--- config.mk ---
export PLATFORM = sky130hd
export DESIGN_NAME = spiq_fifo_irq
export DESIGN_NICKNAME = d
export VERILOG_FILES = /design/src/rtl/spiq_pkg.sv /design/src/rtl/spiq_fifo.sv /design/src/rtl/spiq_level_cmp.sv /design/src/rtl/spiq_status.sv /design/src/rtl/spiq_fifo_irq.sv
export SDC_FILE = /design/constraint.sdc
export NUM_CORES = 1
export LEC_CHECK = 0
export BUFFER_PORTS_ARGS = -buffer_cell sky130_fd_sc_hd__buf_2
export CAP_MARGIN = 40
export CORE_MARGIN = 4
export CORE_UTILIZATION = 66
export CTS_BUF_LIST = sky130_fd_sc_hd__clkbuf_4
export CTS_CLUSTER_DIAMETER = 80
export DETAILED_ROUTE_END_ITERATION = 16
export PLACE_DENSITY = 0.95
export SYNTH_ARGS = -nofsm -noshare
export SYNTH_HDL_FRONTEND = slang
export SYNTH_SLANG_ARGS = --single-unit
export TNS_END_PERCENT = 50
--- constraint.sdc ---
create_clock -name clk -period 11.8 [get_ports clk]
set_input_delay 0.59 -clock clk [delete_from_list [all_inputs] [get_ports clk]]
set_output_delay 0.59 -clock clk [all_outputs]
set_load 0.02 [all_outputs]
--- src/rtl/spiq_pkg.sv ---
package spiq_pkg;
  localparam int NSRC         = 6;
  localparam int SRC_RX_OVR   = 0;
  localparam int SRC_TX_UDR   = 1;
  localparam int SRC_RX_THR   = 2;
  localparam int SRC_TX_THR   = 3;
  localparam int SRC_XFER_END = 4;
  localparam int SRC_SLV_CMD  = 5;
  typedef logic [NSRC-1:0] src_vec_t;
endpackage

--- src/rtl/spiq_fifo.sv ---
module spiq_fifo #(
  parameter int DATA_W = 32,
  parameter int ADDR_W = 3
) (
  input  logic              clk,
  input  logic              rst_n,
  input  logic              flush,
  input  logic              push,
  input  logic [DATA_W-1:0] push_data,
  input  logic              pop,
  output logic [DATA_W-1:0] head,
  output logic              full,
  output logic              empty,
  output logic [ADDR_W:0]   level
);
  localparam int DEPTH = 1 << ADDR_W;

  logic [DATA_W-1:0] mem [DEPTH];
  logic [ADDR_W-1:0] wr_ptr, rd_ptr;
  logic [ADDR_W:0]   count;
  logic              push_ok, pop_ok;

  assign full    = (count == (ADDR_W+1)'(DEPTH));
  assign empty   = (count == '0);
  assign push_ok = push & ~full & ~flush;
  assign pop_ok  = pop & ~empty & ~flush;
  assign head    = mem[rd_ptr];
  assign level   = count;

  always_ff @(posedge clk) begin
    if (push_ok) mem[wr_ptr] <= push_data;
  end

  always_ff @(posedge clk or negedge rst_n) begin
    if (!rst_n) begin
      wr_ptr <= '0;
      rd_ptr <= '0;
      count  <= '0;
    end else if (flush) begin
      wr_ptr <= '0;
      rd_ptr <= '0;
      count  <= '0;
    end else begin
      if (push_ok) wr_ptr <= wr_ptr + 1'b1;
      if (pop_ok)  rd_ptr <= rd_ptr + 1'b1;
      case ({push_ok, pop_ok})
        2'b10:   count <= count + 1'b1;
        2'b01:   count <= count - 1'b1;
        default: count <= count;
      endcase
    end
  end
endmodule

--- src/rtl/spiq_level_cmp.sv ---
module spiq_level_cmp #(
  parameter int ADDR_W = 3,
  parameter bit IS_RX  = 1'b1
) (
  input  logic [ADDR_W:0] level,
  input  logic [ADDR_W:0] thresh,
  output logic            hit
);
  localparam int CNT_W = ADDR_W + 1;
  localparam int DEPTH = 1 << ADDR_W;

  generate
    if (IS_RX) begin : g_rx
      logic [CNT_W-1:0] eff_thresh;
      // a threshold above the depth behaves as the depth
      assign eff_thresh = (thresh > CNT_W'(DEPTH)) ? CNT_W'(DEPTH) : thresh;
      assign hit = (level >= eff_thresh);
    end else begin : g_tx
      assign hit = (level <= thresh);
    end
  endgenerate
endmodule

--- src/rtl/spiq_status.sv ---
module spiq_status
  import spiq_pkg::*;
(
  input  logic     clk,
  input  logic     rst_n,
  input  src_vec_t evt_set,
  input  logic     clr_we,
  input  src_vec_t clr_data,
  input  src_vec_t irq_en,
  output src_vec_t sts_q,
  output logic     irq
);
  src_vec_t clr_mask;
  assign clr_mask = {NSRC{clr_we}} & clr_data;

  generate
    for (genvar b = 0; b < NSRC; b++) begin : g_bit
      always_ff @(posedge clk or negedge rst_n) begin
        if (!rst_n)          sts_q[b] <= 1'b0;
        else if (evt_set[b]) sts_q[b] <= 1'b1;
        else if (clr_mask[b]) sts_q[b] <= 1'b0;
      end
    end
  endgenerate

  assign irq = |(sts_q & irq_en);
endmodule

--- src/rtl/spiq_fifo_irq.sv ---
module spiq_fifo_irq
  import spiq_pkg::*;
#(
  parameter int DATA_W     = 32,
  parameter int DEPTH_LOG2 = 3
) (
  input  logic                  clk,
  input  logic                  rst_n,
  input  logic                  tx_wr_valid,
  output logic                  tx_wr_ready,
  input  logic [DATA_W-1:0]     tx_wr_data,
  output logic                  eng_tx_valid,
  input  logic                  eng_tx_ready,
  output logic [DATA_W-1:0]     eng_tx_data,
  input  logic                  eng_rx_valid,
  input  logic [DATA_W-1:0]     eng_rx_data,
  output logic                  rx_rd_valid,
  input  logic                  rx_rd_ready,
  output logic [DATA_W-1:0]     rx_rd_data,
  input  logic                  tx_flush,
  input  logic                  rx_flush,
  input  logic [DEPTH_LOG2:0]   tx_thresh,
  input  logic [DEPTH_LOG2:0]   rx_thresh,
  input  logic                  tx_dma_en,
  input  logic                  rx_dma_en,
  output logic                  tx_dma_req,
  output logic                  rx_dma_req,
  input  logic                  xfer_end,
  input  logic                  slv_cmd,
  input  logic [NSRC-1:0]       irq_en,
  input  logic                  sts_clr_we,
  input  logic [NSRC-1:0]       sts_clr_data,
  output logic [NSRC-1:0]       sts_q,
  output logic                  irq,
  output logic [DEPTH_LOG2:0]   tx_level,
  output logic [DEPTH_LOG2:0]   rx_level,
  output logic [3:0]            fifo_size_code
);
  logic tx_full, tx_empty, rx_full, rx_empty;
  logic tx_hit, rx_hit;
  src_vec_t evt_set;

  spiq_fifo #(.DATA_W(DATA_W), .ADDR_W(DEPTH_LOG2)) u_tx_fifo (
    .clk(clk), .rst_n(rst_n), .flush(tx_flush),
    .push(tx_wr_valid), .push_data(tx_wr_data), .pop(eng_tx_ready),
    .head(eng_tx_data), .full(tx_full), .empty(tx_empty), .level(tx_level)
  );

  spiq_fifo #(.DATA_W(DATA_W), .ADDR_W(DEPTH_LOG2)) u_rx_fifo (
    .clk(clk), .rst_n(rst_n), .flush(rx_flush),
    .push(eng_rx_valid), .push_data(eng_rx_data), .pop(rx_rd_ready),
    .head(rx_rd_data), .full(rx_full), .empty(rx_empty), .level(rx_level)
  );

  spiq_level_cmp #(.ADDR_W(DEPTH_LOG2), .IS_RX(1'b0)) u_tx_cmp (
    .level(tx_level), .thresh(tx_thresh), .hit(tx_hit)
  );

  spiq_level_cmp #(.ADDR_W(DEPTH_LOG2), .IS_RX(1'b1)) u_rx_cmp (
    .level(rx_level), .thresh(rx_thresh), .hit(rx_hit)
  );

  always_comb begin
    evt_set               = '0;
    evt_set[SRC_RX_OVR]   = eng_rx_valid & rx_full;
    evt_set[SRC_TX_UDR]   = eng_tx_ready & tx_empty;
    evt_set[SRC_RX_THR]   = rx_hit;
    evt_set[SRC_TX_THR]   = tx_hit;
    evt_set[SRC_XFER_END] = xfer_end;
    evt_set[SRC_SLV_CMD]  = slv_cmd;
  end

  spiq_status u_status (
    .clk(clk), .rst_n(rst_n), .evt_set(evt_set),
    .clr_we(sts_clr_we), .clr_data(sts_clr_data), .irq_en(irq_en),
    .sts_q(sts_q), .irq(irq)
  );

  assign tx_wr_ready    = ~tx_full;
  assign eng_tx_valid   = ~tx_empty;
  assign rx_rd_valid    = ~rx_empty;
  assign tx_dma_req     = tx_dma_en & tx_hit;
  assign rx_dma_req     = rx_dma_en & rx_hit;
  assign fifo_size_code = 4'(DEPTH_LOG2 - 1);
endmodule

==> metrics.txt, run 1 <==
row count=between 60 and 70; count of final setup violators=0; status=finished, final reports clean; Net Switching=1.46 mW; Root Driver=clkbuf_4; Startpoint Class=flip-flop; Vias=between 10000 and 15000; Peak VDD IR=0.175 mV; top_reg_cell synth=edfxtp_1; Worst-path clk slew=about 0.090 ns; Setup Skew=0.0524 ns; synth cell count leaders=512 x edfxtp_1, 128 x mux4_2, 64 x mux2_2; setup bufs post-CTS=0; CP Class=flip-flop to output port; Bufs on Longest Clock Path=3; share of layout cells above drive strength 1=0.456; CTS Sinks=~540; hold crit path type=input pin to flip-flop; Initial Utilization=0.677; global route overflow=0; post-synth top area share=0.733; Register-to-Register Setup Slack=about 8.9 ns; sequential power share=0.455; total wire length=48100 um; number of buffers added on ports=180; DRC viols=0; Die W=186 um; setup TNS=0 ns; synthesized flop and latch total=538; filler cell count in the final layout=1466; Clock Latency Late Sink=0.83 ns; Layout Area Growth over Synthesis=16.4%; DR pass1 iterations=5; Die Area=34700 um2; WL/cell=27.4 um; Peak Freq=245 MHz; fin crit period=4.09 ns; P_leak=roughly 8.3 nW; final hold vios=0; core area=just over 30000 um2; sequential share of the synthesized area=0.764; total power draw=5.05 mW; Worst Setup End Kind=output port; clock tree from TritonCTS=done; Avg Cell Area, Syn=roughly 22 um2; power share of the clock group=0.317; Worst-Margin Slew=0.888 ns; cell with the most instances after synthesis=edfxtp_1; IO Pins=~190; sw frac=0.289; post-route ant nets=0; largest net degree at the start of global routing=67; post-synth cell types=45; Pwr Density=between 200 and 250 nW/um2; post-DR vias/cell=~6.3; DR iter-0 viols=between 900 and 1000; H-tree level count=4; global-route wire length before repair=72600 um; Area contributors post-synth=edfxtp_1 73%, mux4_2 14%, mux2_2 3.4%; Worst Path Max Fanout=36; Worst EP arrival=about 3.5 ns; DP Worst Slack=8.49 ns; die height=about 190 um; Num CTS Buffers=133; RePlAce Congestion=just over 0.7; WP data required=11.21 ns; initial antenna violation count=8; synthesized area=approximately 21000 um2; RSZ-0062 raised after global routing=no; final net count=roughly 1400; final setup margin=7.71 ns; Post-Synthesis Cells=953; Relative slew margins=0.408; Synth warnings=0; period utilisation layout=0.346; # Max-Cap Violations=0; vias in the first global route=approximately 12000; CTS Hold Buffers Added=20; cts repair resizes=0; Comb pwr share=0.228; dpl hpwl=between 20000 and 30000 um; Slew Viols, Final=0; post-synth top area cell=edfxtp_1; GRT Total Usage=0.289; Synth async-reset ratio=0.0483; EDFF count, synth=512; Int Pwr=around 3.6 mW
-- cells in the final DEF (no fill, tap or decap), drive strengths merged, types with 2 or more instances in the layout --
cell,Yosys,final
edfxtp,512,512
buf,22,203
clkbuf,25,188
mux4,128,128
mux2,65,65
nor2,35,35
clkinv,0,28
dfrtp,26,26
nand2,22,22
dlygate4sd3,0,20
ha,16,16
inv,11,16
xnor2,7,7
a21oi,7,7
nand3,7,7
o21ai,6,6
nand2b,6,6
a21o,6,6
xor2,6,6
bufinv,0,6
nor3,5,5
nor2b,4,4
mux2i,4,4
conb,2,4
diode,0,3
nor4,3,3
or3,3,3
o21a,3,3
a22oi,3,3
a31oi,3,3
a211oi,2,2
a22o,2,2
or4b,2,2
-- critical path, stage by stage, from the launching register on --
cell,delay [ns]
dfrtp_4,0.83
buf_4,0.68
mux4_2,0.65
mux2_2,0.31
buf_2,0.16
-- cell families after synthesis --
family | Yosys count | synth area share
AND/OR/NAND/NOR | 93 | 0.0214
XOR/XNOR | 13 | 0.00543
multiplexers | 197 | 0.174
flip-flops | 538 | 0.764
AO/OA/AOI/OAI | 35 | 0.0113
other | 2 | 0.000358
buffers and inverters | 58 | 0.0124
adder cells (fa/ha/maj) | 17 | 0.0105
-- layer usage --
metal / GRT usage / wire length, um / up-vias
met5: 0 / 76 / -
met1: 0.345 / 16200 / 5609
met3: 0.0879 / 4600 / 147
met2: 0.494 / 25400 / 726
met4: 0.124 / 1780 / 12
li1: - / - / 4652
-- registers in the layout, summed over array words and instances, names as in the netlist --
| register | cells |
|---|---|
| u_tx_fifo.rd_ptr | 3 |
| u_rx_fifo.rd_ptr | 3 |
| u_rx_fifo.wr_ptr | 3 |
| u_tx_fifo.wr_ptr | 3 |
| u_rx_fifo.level | 4 |
| u_status.sts_q | 6 |
| u_tx_fifo.mem | 256 |
| u_tx_fifo.level | 4 |
| u_rx_fifo.mem | 256 |
-- path summary, 6_finish.rpt --
check                               startpoint                  end  cells after the start
min                             eng_rx_data[8]  u_rx_fifo.mem[1][8]                      1
min in group asynchronous                rst_n  u_rx_fifo.rd_ptr[0]                      2
min reg2reg                  u_status.sts_q[4]    u_status.sts_q[4]                      1
max                        u_rx_fifo.rd_ptr[0]        rx_rd_data[8]                      4
max reg2reg                 u_rx_fifo.level[0]   u_rx_fifo.level[3]                      9
max in group asynchronous                rst_n  u_tx_fifo.rd_ptr[0]                      2
-- metrics by stage --
| stage | hold WS [ns] | cell area [um2] | util | instances |
|---|---|---|---|---|
| floorplan | 0.294 | 21000 | - | 955 |
| global placement | 0.480 | 22400 | 0.724 | 1505 |
| detailed placement | 0.492 | 22500 | 0.725 | 1507 |
| CTS | 0.000191 | 24400 | 0.787 | 1754 |
| global route | 0.0101 | 24400 | 0.787 | 1756 |
| finish | 0.0529 | 24400 | 0.787 | 1757 |
-- area by class of cell --
class	instances	area, um2	share of cell area
Antenna cell	3	7.51	0.000308
Clock buffer	188	1410	0.0578
Clock inverter	39	307	0.0126
Inverter	11	41.3	0.00169
Multi-Input combinational cell	359	4800	0.197
Sequential cell	538	16000	0.657
Tap cell	396	495	0.0203
Timing Repair Buffer	223	1310	0.0535
-- power by group through the flow --
stage	Clock [mW]	Combinational, mW	Sequential (mW)
CTS	1.62	1.16	2.30
global route	1.75	1.23	2.31
floorplan	0	0.846	2.28
detailed placement	0	1.14	2.34
finish	1.60	1.15	2.30
global placement	0	1.08	2.32
(Power assumes the default switching activity.)
==> inputs of run 2 (changes only) <==
Settings changed: CORE_UTILIZATION 66 to 56, PLACE_DENSITY 0.95 to 0.87.
Clock period 11.8 ns to 3.57 ns, I/O delays scaled along.
==> metrics.txt, run 2 (synthesis gave the netlist of run 1 again) <==
status=finished, final reports clean; Startpoint Class=flip-flop; Worst R2R Path Depth=9 (unchanged); FF/Latch Area=16000 um2 (unchanged); Die W=201 um (+8.2%); Num CTS Buffers=133 (unchanged); Initial Utilization=0.570 (-0.107); most common cell after layout, fill and taps aside=edfxtp_1; row count=70 (+9.4%); fin crit period=3.04 ns; fin util=0.688 (-0.0996); Worst Setup End Kind=output port; largest net degree at the start of global routing=61 (-9.0%); IO Pins=185 (unchanged); Critical Path, Cell by Cell=buf_4, mux4_2, mux2_2, buf_2; WP data required=3.39 ns (-7.82 ns); # Max-Cap Violations=0 (unchanged); Worst Path Buf+Inv=2 (unchanged); Worst EP arrival=2.87 ns (-0.63 ns); Setup Skew=0.0388 ns (-0.0136 ns); DP Worst Slack=0.780 ns (-7.71 ns); Relative slew margins=0.543 (+0.135); Slowest-stage cell, CP=dfrtp_4; filler cell count in the final layout=2211 (+51%); Root Driver=clkbuf_4; Min Hold Slack=0.191 ns (+0.138 ns); die height=201 um (+8.2%); multi-input logic area=4810 um2 (+0.16%); Clock Latency Late Sink=0.79 ns (-0.04 ns); initial antenna violation count=5 (-3); Slew Viols, Final=0 (unchanged); Worst-Margin Slew=0.686 ns (-0.202 ns); final hold vios=0 (unchanged); post-route ant nets=0 (unchanged); RePlAce Congestion=0.786 (+11%); CTS Sinks=538 (unchanged); hold crit path type=input pin to flip-flop; DP Area=22600 um2 (+0.75%); period utilisation layout=0.853; DR pass1 iterations=5 (unchanged); most frequent cells in the layout=512 x edfxtp_1, 190 x clkbuf_4, 180 x buf_2; number of buffers added on ports=180 (unchanged); Peak Freq=around 330 MHz; vias in the first global route=12000 (-0.23%); Vias=11000 (-1.7%); kind of cell adding the most delay to the critical path=multiplexers; global-route wire length before repair=67400 um (-7.2%); clock tree from TritonCTS=done; dpl hpwl=24300 um (-7.4%); fin area=25300 um2 (+3.7%); WL/cell=22.6 um (-17%); core area=36800 um2 (+19%); final setup margin=0.525 ns (-7.19 ns); DR iter-0 viols=843 (-14%); H-tree level count=4 (unchanged); Layout Area Growth over Synthesis=20.7%; Peak VDD IR=0.496 mV (+180%); Worst Path Max Fanout=21 (-42%); post-DR vias/cell=5.75 (-9.4%); final net count=1455 (+5.4%); Bufs on Longest Clock Path=3 (unchanged); max incr delay on CP=0.70 ns (-0.13 ns); worst hold path depth=2 (+1); Die Area=40600 um2 (+17%); GRT Total Usage=0.215 (-0.0737); P_leak=8.67 nW (+4.0%); Worst-path clk slew=0.07 ns (-0.02 ns); total wire length=43200 um (-10%); RSZ-0062 raised after global routing=no; cts repair resizes=0 (unchanged); Pwr Density=660 nW/um2 (+220%); Levels on crit path=4 (unchanged); CP Class=flip-flop to output port; count of final setup violators=0 (unchanged); share of layout cells above drive strength 1=0.439 (-0.0165); global route overflow=0 (unchanged); Largest regs=u_rx_fifo.mem: 256 flops, u_tx_fifo.mem: 256 flops, u_status.sts_q: 6 flops; DRC viols=0 (unchanged)
-- run 2: changes by cell type in the layout (fill, tap and decap cells not counted), moves of 2 or more --
cell | before | now
dlygate4sd3_1 | 20 | 87
buf_4 | 21 | 26
buf_12 | 1 | 5
clkbuf_4 | 188 | 190
clkinv_1 | 26 | 24
nor3_2 | 5 | 3
nor3_4 | 0 | 2
-- run 2: power breakdown --
part	switching (mW)	internal [mW]	total, mW
clock network	2.30	2.95	5.25
registers	0.259	7.21	7.47
logic	2.08	1.90	3.99
total	4.64	12.1	16.7
-- run 2: path summary, 6_finish.rpt --
kind                                   endpoint  slack (ns)                 from
setup / recovery                eng_tx_data[20]        0.53  u_tx_fifo.rd_ptr[0]
hold / removal             u_rx_fifo.mem[0][15]        0.19      eng_rx_data[15]
setup reg to reg             u_rx_fifo.level[3]        0.73   u_rx_fifo.level[2]
hold reg to reg             u_tx_fifo.wr_ptr[0]        0.60  u_tx_fifo.wr_ptr[0]
max in group asynchronous   u_rx_fifo.rd_ptr[0]        2.96                rst_n
min in group asynchronous    u_tx_fifo.level[3]        0.42                rst_n
-- run 2: repair_timing --
action / 4_1_cts / 5_1_grt
hold endpoints to repair: 564 / 0
buffers inserted: 0 / 0
hold buffers: 88 / 0
-- run 2: per-stage QoR --
step	TNS, ns	cells	power [mW]
2_1_floorplan	-19.76	955	10.3
3_3_place_gp	0	1586	11.4
3_5_place_dp	0	1586	11.5
4_1_cts	0	1902	16.9
5_1_grt	0	1906	17.6
6_report	0	1906	16.7
-- run 2: metal layers --
layer / track usage / vias up / share of wire
li1: - / 4807 / -
met1: 0.265 / 5618 / 0.37
met2: 0.377 / 470 / 0.54
met3: 0.0558 / 59 / 0.069
met4: 0.0684 / 2 / 0.017
met5: 0 / - / 0.00030
-- run 2: layout make-up --
type	count	share of cell area
flip-flops and latches	538	0.634
multi-input cells	359	0.190
repair buffers	298	0.0817
clock buffers	190	0.0564
well taps	468	0.0231
clock inverters	38	0.0131
inverters	11	0.00163
diodes	4	0.000396
